==> src/rtl/nbs_pkg.sv <==
package nbs_pkg;

   localparam int BYTE_W = 8;

   // request operation codes (values are part of the port contract)
   localparam logic [2:0] OP_CMD      = 3'd0;
   localparam logic [2:0] OP_CMD_ADDR = 3'd1;
   localparam logic [2:0] OP_ADDR     = 3'd2;
   localparam logic [2:0] OP_DIN      = 3'd3;
   localparam logic [2:0] OP_DOUT     = 3'd4;

   typedef enum logic [2:0] {
      S_IDLE,
      S_CMD,
      S_ADDR,
      S_DIN,
      S_DOUT,
      S_SETTLE,
      S_RBWAIT,
      S_DONE
   } seq_state_e;

endpackage

==> src/rtl/nbs_strobe_gen.sv <==
// Produces one low/high strobe period, either on the write or on the read line.
module nbs_strobe_gen #(
   parameter int W_LO = 2,
   parameter int W_HI = 2,
   parameter int R_LO = 2,
   parameter int R_HI = 2
) (
   input  logic clk,
   input  logic rst_n,
   input  logic start,
   input  logic rd,
   output logic done,
   output logic sample,
   output logic we_n,
   output logic re_n
);

   localparam int MAX_WR = (W_LO > W_HI) ? W_LO : W_HI;
   localparam int MAX_RD = (R_LO > R_HI) ? R_LO : R_HI;
   localparam int MAX_C  = (MAX_WR > MAX_RD) ? MAX_WR : MAX_RD;
   localparam int CW     = (MAX_C > 1) ? $clog2(MAX_C) : 1;

   if (W_LO < 1 || W_HI < 1 || R_LO < 1 || R_HI < 1) begin : g_bad_width
      $error("strobe phase widths must be at least one clock");
   end

   logic          busy_q;
   logic          lo_q;
   logic          rd_q;
   logic [CW-1:0] cnt_q;
   logic          cnt_zero;

   assign cnt_zero = (cnt_q == '0);
   assign done     = busy_q && !lo_q && cnt_zero;
   assign sample   = busy_q && lo_q && rd_q && cnt_zero;
   assign we_n     = !(busy_q && lo_q && !rd_q);
   assign re_n     = !(busy_q && lo_q && rd_q);

   always_ff @(posedge clk or negedge rst_n) begin
      if (!rst_n) begin
         busy_q <= 1'b0;
         lo_q   <= 1'b0;
         rd_q   <= 1'b0;
         cnt_q  <= '0;
      end else if (start && (!busy_q || done)) begin
         busy_q <= 1'b1;
         lo_q   <= 1'b1;
         rd_q   <= rd;
         cnt_q  <= rd ? CW'(R_LO - 1) : CW'(W_LO - 1);
      end else if (busy_q) begin
         if (!cnt_zero) begin
            cnt_q <= cnt_q - CW'(1);
         end else if (lo_q) begin
            lo_q  <= 1'b0;
            cnt_q <= rd_q ? CW'(R_HI - 1) : CW'(W_HI - 1);
         end else begin
            busy_q <= 1'b0;
         end
      end
   end

endmodule

==> src/rtl/nbs_rb_wait.sv <==
// Watches the ready line while the sequencer waits; flags expiry after a limit.
module nbs_rb_wait #(
   parameter int LIMIT = 1000000
) (
   input  logic clk,
   input  logic rst_n,
   input  logic active,
   input  logic rb,
   output logic ready,
   output logic expired
);

   localparam int CW = (LIMIT > 1) ? $clog2(LIMIT) : 1;

   if (LIMIT < 1) begin : g_bad_limit
      $error("ready timeout must be at least one clock");
   end

   logic [CW-1:0] cnt_q;

   assign ready   = active && rb;
   assign expired = active && !rb && (cnt_q == CW'(LIMIT - 1));

   always_ff @(posedge clk or negedge rst_n) begin
      if (!rst_n) begin
         cnt_q <= '0;
      end else if (!active || rb) begin
         cnt_q <= '0;
      end else if (!expired) begin
         cnt_q <= cnt_q + CW'(1);
      end
   end

endmodule

==> src/rtl/nand_bus_seq.sv <==
module nand_bus_seq
   import nbs_pkg::*;
#(
   parameter int WE_LO_CLKS      = 2,
   parameter int WE_HI_CLKS      = 2,
   parameter int RE_LO_CLKS      = 2,
   parameter int RE_HI_CLKS      = 2,
   parameter int WB_CLKS         = 5,
   parameter int RB_TIMEOUT_CLKS = 1000000,
   parameter int ADDR_BYTES      = 4
) (
   input  logic                         clk,
   input  logic                         rst_n,
   input  logic                         req_valid,
   input  logic [2:0]                   req_op,
   input  logic                         req_modify,
   input  logic                         req_wait_rb,
   input  logic [BYTE_W-1:0]            req_cmd,
   input  logic [ADDR_BYTES*BYTE_W-1:0] req_addr,
   input  logic [BYTE_W-1:0]            req_wdata,
   output logic                         ack,
   output logic [BYTE_W-1:0]            rdata,
   output logic                         rb_timeout,
   output logic                         fl_ce_n,
   output logic                         fl_cle,
   output logic                         fl_ale,
   output logic                         fl_we_n,
   output logic                         fl_re_n,
   output logic                         fl_wp_n,
   output logic [BYTE_W-1:0]            fl_io_o,
   output logic                         fl_io_oe,
   input  logic [BYTE_W-1:0]            fl_io_i,
   input  logic                         fl_rb
);

   localparam int AW    = ADDR_BYTES * BYTE_W;
   localparam int IW    = (ADDR_BYTES > 1) ? $clog2(ADDR_BYTES) : 1;
   localparam int WBW   = (WB_CLKS > 1) ? $clog2(WB_CLKS) : 1;
   localparam logic [IW-1:0] LAST_IDX = IW'(ADDR_BYTES - 1);

   if (ADDR_BYTES < 1 || ADDR_BYTES > 8) begin : g_bad_addr
      $error("ADDR_BYTES must lie between 1 and 8");
   end
   if (WB_CLKS < 1) begin : g_bad_wb
      $error("WB_CLKS must be at least one clock");
   end

   seq_state_e       st_q, st_d;
   logic [2:0]       op_q;
   logic             wait_q;
   logic [AW-1:0]    addr_q;
   logic [IW-1:0]    idx_q, idx_d, idx_nx;
   logic [BYTE_W-1:0] io_q, io_d;
   logic [BYTE_W-1:0] rdata_q;
   logic [WBW-1:0]   wb_cnt_q;
   logic             to_q;
   logic             wp_q;
   logic             accept;
   logic             finish;
   logic             pg_start, pg_rd, pg_done, pg_sample;
   logic             rb_ok, rb_exp;

   // address bytes, least significant first
   logic [BYTE_W-1:0] addr_b [ADDR_BYTES];
   for (genvar g = 0; g < ADDR_BYTES; g++) begin : g_addr_byte
      assign addr_b[g] = addr_q[g*BYTE_W +: BYTE_W];
   end

   assign accept = (st_q == S_IDLE) && req_valid;
   assign idx_nx = idx_q + IW'(1);

   always_comb begin
      st_d     = st_q;
      idx_d    = idx_q;
      io_d     = io_q;
      pg_start = 1'b0;
      pg_rd    = 1'b0;
      finish   = 1'b0;
      case (st_q)
         S_IDLE: begin
            if (req_valid) begin
               case (req_op)
                  OP_CMD, OP_CMD_ADDR: begin
                     st_d     = S_CMD;
                     io_d     = req_cmd;
                     pg_start = 1'b1;
                  end
                  OP_ADDR: begin
                     st_d     = S_ADDR;
                     idx_d    = '0;
                     io_d     = req_addr[BYTE_W-1:0];
                     pg_start = 1'b1;
                  end
                  OP_DIN: begin
                     st_d     = S_DIN;
                     io_d     = req_wdata;
                     pg_start = 1'b1;
                  end
                  OP_DOUT: begin
                     st_d     = S_DOUT;
                     pg_start = 1'b1;
                     pg_rd    = 1'b1;
                  end
                  default: st_d = S_DONE;
               endcase
            end
         end
         S_CMD: begin
            if (pg_done) begin
               if (op_q == OP_CMD_ADDR) begin
                  st_d     = S_ADDR;
                  idx_d    = '0;
                  io_d     = addr_b[0];
                  pg_start = 1'b1;
               end else begin
                  finish = 1'b1;
               end
            end
         end
         S_ADDR: begin
            if (pg_done) begin
               if (idx_q == LAST_IDX) begin
                  finish = 1'b1;
               end else begin
                  idx_d    = idx_nx;
                  io_d     = addr_b[idx_nx];
                  pg_start = 1'b1;
               end
            end
         end
         S_DIN, S_DOUT: begin
            if (pg_done) finish = 1'b1;
         end
         S_SETTLE: begin
            if (wb_cnt_q == '0) st_d = S_RBWAIT;
         end
         S_RBWAIT: begin
            if (rb_ok || rb_exp) st_d = S_DONE;
         end
         S_DONE:  st_d = S_IDLE;
         default: st_d = S_IDLE;
      endcase
      if (finish) st_d = wait_q ? S_SETTLE : S_DONE;
   end

   always_ff @(posedge clk or negedge rst_n) begin
      if (!rst_n) begin
         st_q   <= S_IDLE;
         idx_q  <= '0;
         io_q   <= '0;
         op_q   <= OP_CMD;
         wait_q <= 1'b0;
         addr_q <= '0;
      end else begin
         st_q  <= st_d;
         idx_q <= idx_d;
         io_q  <= io_d;
         if (accept) begin
            op_q   <= req_op;
            wait_q <= req_wait_rb;
            addr_q <= req_addr;
         end
      end
   end

   always_ff @(posedge clk or negedge rst_n) begin
      if (!rst_n) begin
         wb_cnt_q <= '0;
      end else if (finish && wait_q) begin
         wb_cnt_q <= WBW'(WB_CLKS - 1);
      end else if (st_q == S_SETTLE && wb_cnt_q != '0) begin
         wb_cnt_q <= wb_cnt_q - WBW'(1);
      end
   end

   always_ff @(posedge clk or negedge rst_n) begin
      if (!rst_n) begin
         rdata_q <= '0;
         to_q    <= 1'b0;
         wp_q    <= 1'b0;
      end else begin
         if (pg_sample) rdata_q <= fl_io_i;
         if (accept) begin
            to_q <= 1'b0;
         end else if (st_q == S_RBWAIT && rb_exp) begin
            to_q <= 1'b1;
         end
         if (accept && req_modify) begin
            wp_q <= 1'b1;
         end else if (st_q == S_DONE && wait_q) begin
            wp_q <= 1'b0;
         end
      end
   end

   nbs_strobe_gen #(
      .W_LO (WE_LO_CLKS),
      .W_HI (WE_HI_CLKS),
      .R_LO (RE_LO_CLKS),
      .R_HI (RE_HI_CLKS)
   ) u_strobe (
      .clk    (clk),
      .rst_n  (rst_n),
      .start  (pg_start),
      .rd     (pg_rd),
      .done   (pg_done),
      .sample (pg_sample),
      .we_n   (fl_we_n),
      .re_n   (fl_re_n)
   );

   nbs_rb_wait #(
      .LIMIT (RB_TIMEOUT_CLKS)
   ) u_rbw (
      .clk     (clk),
      .rst_n   (rst_n),
      .active  (st_q == S_RBWAIT),
      .rb      (fl_rb),
      .ready   (rb_ok),
      .expired (rb_exp)
   );

   assign ack        = (st_q == S_DONE);
   assign rdata      = rdata_q;
   assign rb_timeout = to_q;
   assign fl_ce_n    = (st_q == S_IDLE);
   assign fl_cle     = (st_q == S_CMD);
   assign fl_ale     = (st_q == S_ADDR);
   assign fl_wp_n    = wp_q;
   assign fl_io_o    = io_q;
   assign fl_io_oe   = (st_q == S_CMD) || (st_q == S_ADDR) || (st_q == S_DIN);

endmodule

==> config.mk <==
export PLATFORM = sky130hd
export DESIGN_NAME = nand_bus_seq
export DESIGN_NICKNAME = d
export VERILOG_FILES = /design/src/rtl/nbs_pkg.sv /design/src/rtl/nbs_strobe_gen.sv /design/src/rtl/nbs_rb_wait.sv /design/src/rtl/nand_bus_seq.sv
export SDC_FILE = /design/constraint.sdc
export NUM_CORES = 1
export LEC_CHECK = 0
export ABC_AREA = 0
export CORE_ASPECT_RATIO = 0.5
export CORE_MARGIN = 2
export CORE_UTILIZATION = 45
export CTS_BUF_LIST = sky130_fd_sc_hd__clkbuf_8
export CTS_CLUSTER_SIZE = 25
export DETAILED_ROUTE_END_ITERATION = 12
export GPL_TIMING_DRIVEN = 0
export HOLD_SLACK_MARGIN = 0.05
export PLACE_DENSITY_LB_ADDON = 0.2
export REMOVE_ABC_BUFFERS = 1
export SLEW_MARGIN = 10
export SYNTH_ARGS = -nofsm -noshare
export SYNTH_HDL_FRONTEND = slang
export SYNTH_HIERARCHICAL = 1
export SYNTH_SLANG_ARGS = --single-unit
==> constraint.sdc <==
create_clock -name clk -period 5.98 [get_ports clk]
set_input_delay 0.897 -clock clk [delete_from_list [all_inputs] [get_ports clk]]
set_output_delay 0.897 -clock clk [all_outputs]
set_load 0.03 [all_outputs]
Word-level counts from Yosys, hierarchy flattened --
Index checks and enable logic that the tools add are counted.
Word-level totals: word-level logic and storage cells 155, flip-flop bits (word level) 86, output and inout port bits 25
Operators by class: multiplexer cells 60, equality and inequality tests 28, bitwise operators 2, add/sub/neg operators 4, $lt $le $gt $ge 1, reductions and logical operators 45
Operators with widths (count):
- 2-to-1 mux 8 bit | 7
- one-hot mux 8 bit (3 select lines) | 2
- 2-to-1 mux 20 bit | 2
- 2-to-1 mux 1 bit | 28
- 2-to-1 mux 3 bit | 8
- adder 20 x 1 -> 20 bit, second input constant | 1
- == test 20 bit, second input constant | 1
- binary-select mux 8 bit (select 2 bit) | 1
- logical AND 1 bit | 16
- == test 3 bit, second input constant | 5
- one-hot mux 3 bit (5 select lines) | 1
- 2-to-1 mux 2 bit | 7
- AND reduction 7 bit | 2
- == test 3 x 2 -> 1 bit, second input constant | 4
- one-hot mux 3 bit (4 select lines) | 1
- != test 2 x 1 -> 1 bit, second input constant | 5
- == test 3 x 1 -> 1 bit, second input constant | 3
- zero test 3 bit | 3
- nonzero test 2 bit | 4
- zero test 1 bit | 7
- != test 2 bit, second input constant | 3
- != test 3 x 1 -> 1 bit, second input constant | 2
- != test 3 bit, second input constant | 2
- one-hot mux 1 bit (3 select lines) | 2
- other kinds (17) | 23

Longest topological paths before layout --
word-level depth 8, mapped depth 12, mapped depth without buffers 9

Modules after synthesis --
Netlist, hierarchy kept.
Modules (own cells, without submodules):
- nand_bus_seq | cells each 263, area each 3238.1 µm², times used 1
- nbs_rb_wait | cells each 116, area each 1086.0 µm², times used 1
- nbs_strobe_gen | cells each 21, area each 217.7 µm², times used 1

Worst setup path before layout --
OpenSTA, ideal clock, no wires.
path kind reg-to-reg, from reg st_q[1], to reg u_strobe.rd_q, buffers on the path 2, data required time 5.858 ns, slack 3.399 ns, period minus slack after synthesis 2.581 ns, arrival 2.459 ns, cell stages (with the launch flop) 8, path through dfrtp_1 > nor3_1 > and2_1 > clkbuf_1 > buf_2 > a32o_1 > or3b_1 > a32o_1
On the way: longest elaborated chain between the ends 3, elaborated cells between the ends (all ways) 6, classes of those cells eq/ne (2); mux (2); reduce/logical (2)
Ends and longest elaborated chain:
- start: declaration | line nand_bus_seq.sv:48 | seq_state_e st_q, st_d;
- start signal: assignment | line nand_bus_seq.sv:155 | st_q <= st_d;
- zero test 3 bit
- via fl_ce_n | line nand_bus_seq.sv:24 | output logic fl_ce_n,
- one-hot mux 1 bit (3 select lines) | line nand_bus_seq.sv:79 | case (st_q)
- via pg_start | line nand_bus_seq.sv:60 | logic pg_start, pg_rd, pg_done, pg_sample;
- logical AND 1 bit | line nbs_strobe_gen.sv:45 | end else if (start && (!busy_q || done)) begin
- end signal: assignment | line nbs_strobe_gen.sv:48 | rd_q <= rd;
- end: declaration | line nbs_strobe_gen.sv:29 | logic rd_q;
The timed path passes the listed nets, and every way through them passes these cells. A chain may end at the register's enable or synchronous reset.

Worst setup path after layout --
from reg st_q[1], to out fl_ale
On the way: longest elaborated chain between the ends 1
Ends and longest elaborated chain:
- == test 3 x 2 -> 1 bit | line nand_bus_seq.sv:228 | assign fl_ale = (st_q == S_ADDR);
- end: declaration | line nand_bus_seq.sv:26 | output logic fl_ale,
Every way passes these cells.

==> reports/summary.txt <==
status: finished clean
grt total ovfl: 0
# setup viols final: 0
count of cell types in the netlist: 63
yosys warns: 6
xor/xnor cell area share of the yosys netlist: 1.93%
clock latency on the worst-skew pair: 0.37 ns
P_leak: 0.00229 µW
Layout area overhead: 27.2%
multiplexer share of the synthesized area: 17.7%
gr usage total: 19.7%
Worst Setup End Kind: output port
synthesized area: 4540 µm²
Area contributors post-synth: dfrtp_1 (47%), mux2_2 (13%), mux4_2 (4.0%)
adder-cell area share of the yosys netlist: 1.10%
Tmin final: 3.62 ns
Crit Reg-Reg Startpoint: st_q[0]$_DFFE_PN0P_
Synth area leader: dfrtp_1
pins over their slew limit: 0
IO buf count: 89
Top Family by Delay on Critical Path: buffers and inverters
critical path arrival: 2.73 ns
largest net degree at the start of global routing: 58
number of antenna diodes: 0
Max Buffers Root-to-Sink: 2
fmax: 276 MHz
vias per inst: 5.47
htree depth: 3
Final ANT Viol Nets: 0
share of layout cells above drive strength 1: 19.8%
Initial Util: 47.1%
final hold vios: 0
Post-synth EDFFs: 0
first-pass GRT wire length: 16600 µm
Peak VDD IR: 0.175 mV
vias: 3387
Fillers: 842
PwrDens: 377 nW/µm²
commonest non-fill, non-tap cell in the layout: clkdlybuf4s50_1
drt first pass iters: 4
die height: 75.0 µm
fin nets: 548
WP data required: 5.08 ns
min-delay worst type: in -> async
Synth Register Bits: 86
Final HPWL DP: 7070 µm
Fin Setup TNS: 0 ns
Routability Congestion: 0.797
kind of critical path: reg -> out
largest family of logic cells by synthesized area: multiplexers
CP Max Fanout: 20
worst path bufs/invs: 1
unrepaired setup endpoints after global routing: false
Post-CTS Hold Buffers: 0
die area: 11000 µm²
r2r setup slk: 3.27 ns
total I/O pin count: 90
post-synthesis compound-gate area fraction: 11.8%
die width: 146 µm
core area: 9630 µm²
row count: 25
worst-case reg-to-reg path depth: 8
Inserted Clock Buffers: 9
# resized after CTS: 0
sequential area share after synthesis: 47.4%
asr flop ratio synth: 100%
measured slew at the worst slew-check pin: 1.01 ns
syn avg cell area: 11.4 µm²
clock skew: 0.00965 ns
Relative slew margins: 32.5%
synthesized instance count: 400
CP cell instances: nor3b_2 -> clkdlybuf4s50_1
WL per Instance: 16.3 µm
max cap viols: 0
DRC Markers: 0
CP peak stage delay: 0.81 ns
Synth Flop Type: dfrtp_1
CTS tree: yes
area share of the largest cell type after synthesis: 47.4%
Clock Tree Root: clkbuf_8
startpoint types: register
final WL: 10100 µm
First DRT Iteration DRCs: 147
Slowest-stage cell, CP: clkdlybuf4s50_1
FF-to-FF End: st_q[2]$_DFFE_PN0P_
Worst-path clk slew: 0.08 ns
fin crit share: 60.6%
fin util: 59.9%
# clock sinks: 86
commonest cells after routing, fill and taps aside: clkdlybuf4s50_1 (88), dfrtp_1 (86), mux2_2 (52)
Simple-Gate Fraction of Synth Area: 16.5%
vias in the first global route: 3295
total setup buffers inserted after CTS: 0
initial antenna violation count: 0
-- synth_stat cells (5+ instances only) --
cell type and count:
nand2b_1 7, nand4_1 5, dfrtp_1 86, xnor2_1 7, a21oi_1 15, and2_1 15
o21ai_0 27, nor2_1 19, clkbuf_1 6, a22oi_1 8, a211oi_1 11, nand2_1 15
buf_2 13, mux2_2 52, inv_1 11, nor3_1 9, a31oi_1 5, mux4_2 8
nand3_1 7
-- stage by stage --
step	area (µm²)	cells	setup WS (ns)	hold WS (ns)	power, µW
final	5780	619	2.36	0.449	2180
after global routing	5780	619	2.22	0.471	2310
after CTS	5780	619	2.35	0.453	2200
after detailed placement	5540	603	2.75	0.481	1710
after global placement	5480	601	0.845	0.471	1680
after floorplan	4420	377	2.56	0.459	1430
-- how the worst max path moves through the flow --
stage | start | to | slack (ns) | depth (start not counted)
final | st_q[1]$_DFFE_PN0P_ | fl_ale | 2.36 | 2
after global routing | st_q[1]$_DFFE_PN0P_ | fl_ale | 2.22 | 2
after CTS | st_q[1]$_DFFE_PN0P_ | fl_ale | 2.35 | 2
after detailed placement | st_q[1]$_DFFE_PN0P_ | fl_ale | 2.75 | 2
after global placement | rst_n | rdata[7]$_DFFE_PN0P_ | 0.84 | 1
after floorplan | st_q[1]$_DFFE_PN0P_ | u_strobe/rd_q$_DFFE_PN0P_ | 2.56 | 5
-- state kept, by name, summed over array words and instances, names as in the netlist, 2 cells and up --
register / count
addr_q: 32
u_rbw/cnt_q: 20
fl_io_o: 8
rdata: 8
op_q: 3
st_q: 3
wb_cnt_q: 3
idx_q: 2
-- power breakdown --
group / leakage, µW / internal [µW] / switching [µW] / total, µW
combinational: 0.00107 / 431 / 337 / 767
clock: 0.000117 / 275 / 210 / 485
sequential: 0.00111 / 757 / 168 / 925
-- final cells by class --
type / count / area, µm² / area share, %
Clock buffer: 9 / 124 / 2.14
Clock inverter: 7 / 114 / 1.97
Inverter: 12 / 45.0 / 0.780
Multi-Input combinational cell: 279 / 2230 / 38.6
Sequential cell: 86 / 2150 / 37.3
Tap cell: 135 / 169 / 2.92
Timing Repair Buffer: 91 / 943 / 16.3
-- layer usage --
| layer | up-vias | global-route usage (%) | routed length (µm) |
|---|---|---|---|
| met4 | 0 | 5.83 | 108 |
| met5 | - | 0 | 0 |
| met2 | 92 | 33.0 | 4780 |
| met3 | 11 | 5.52 | 512 |
| met1 | 1656 | 25.9 | 4720 |
| li1 | 1628 | - | - |
-- cells by family (layout without fill, tap and decap cells) --
group,after synthesis,in the layout
buffers and inverters,35,119
XOR/XNOR,10,10
adder cells (fa/ha/maj),4,4
multiplexers,64,64
AND/OR/NAND/NOR,117,117
flip-flops,86,86
AO/OA/AOI/OAI,84,84
-- worst reg2reg max path: stages (launching register included) --
cell and delay, ns:
dfrtp_1 0.73, nand2b_1 0.25, nor2_1 0.09, nand2b_1 0.46, nor2_1 0.15, nor3_1 0.27
o221ai_1 0.23, a311oi_1 0.31, a21oi_1 0.07
(Power assumes the default switching activity.)
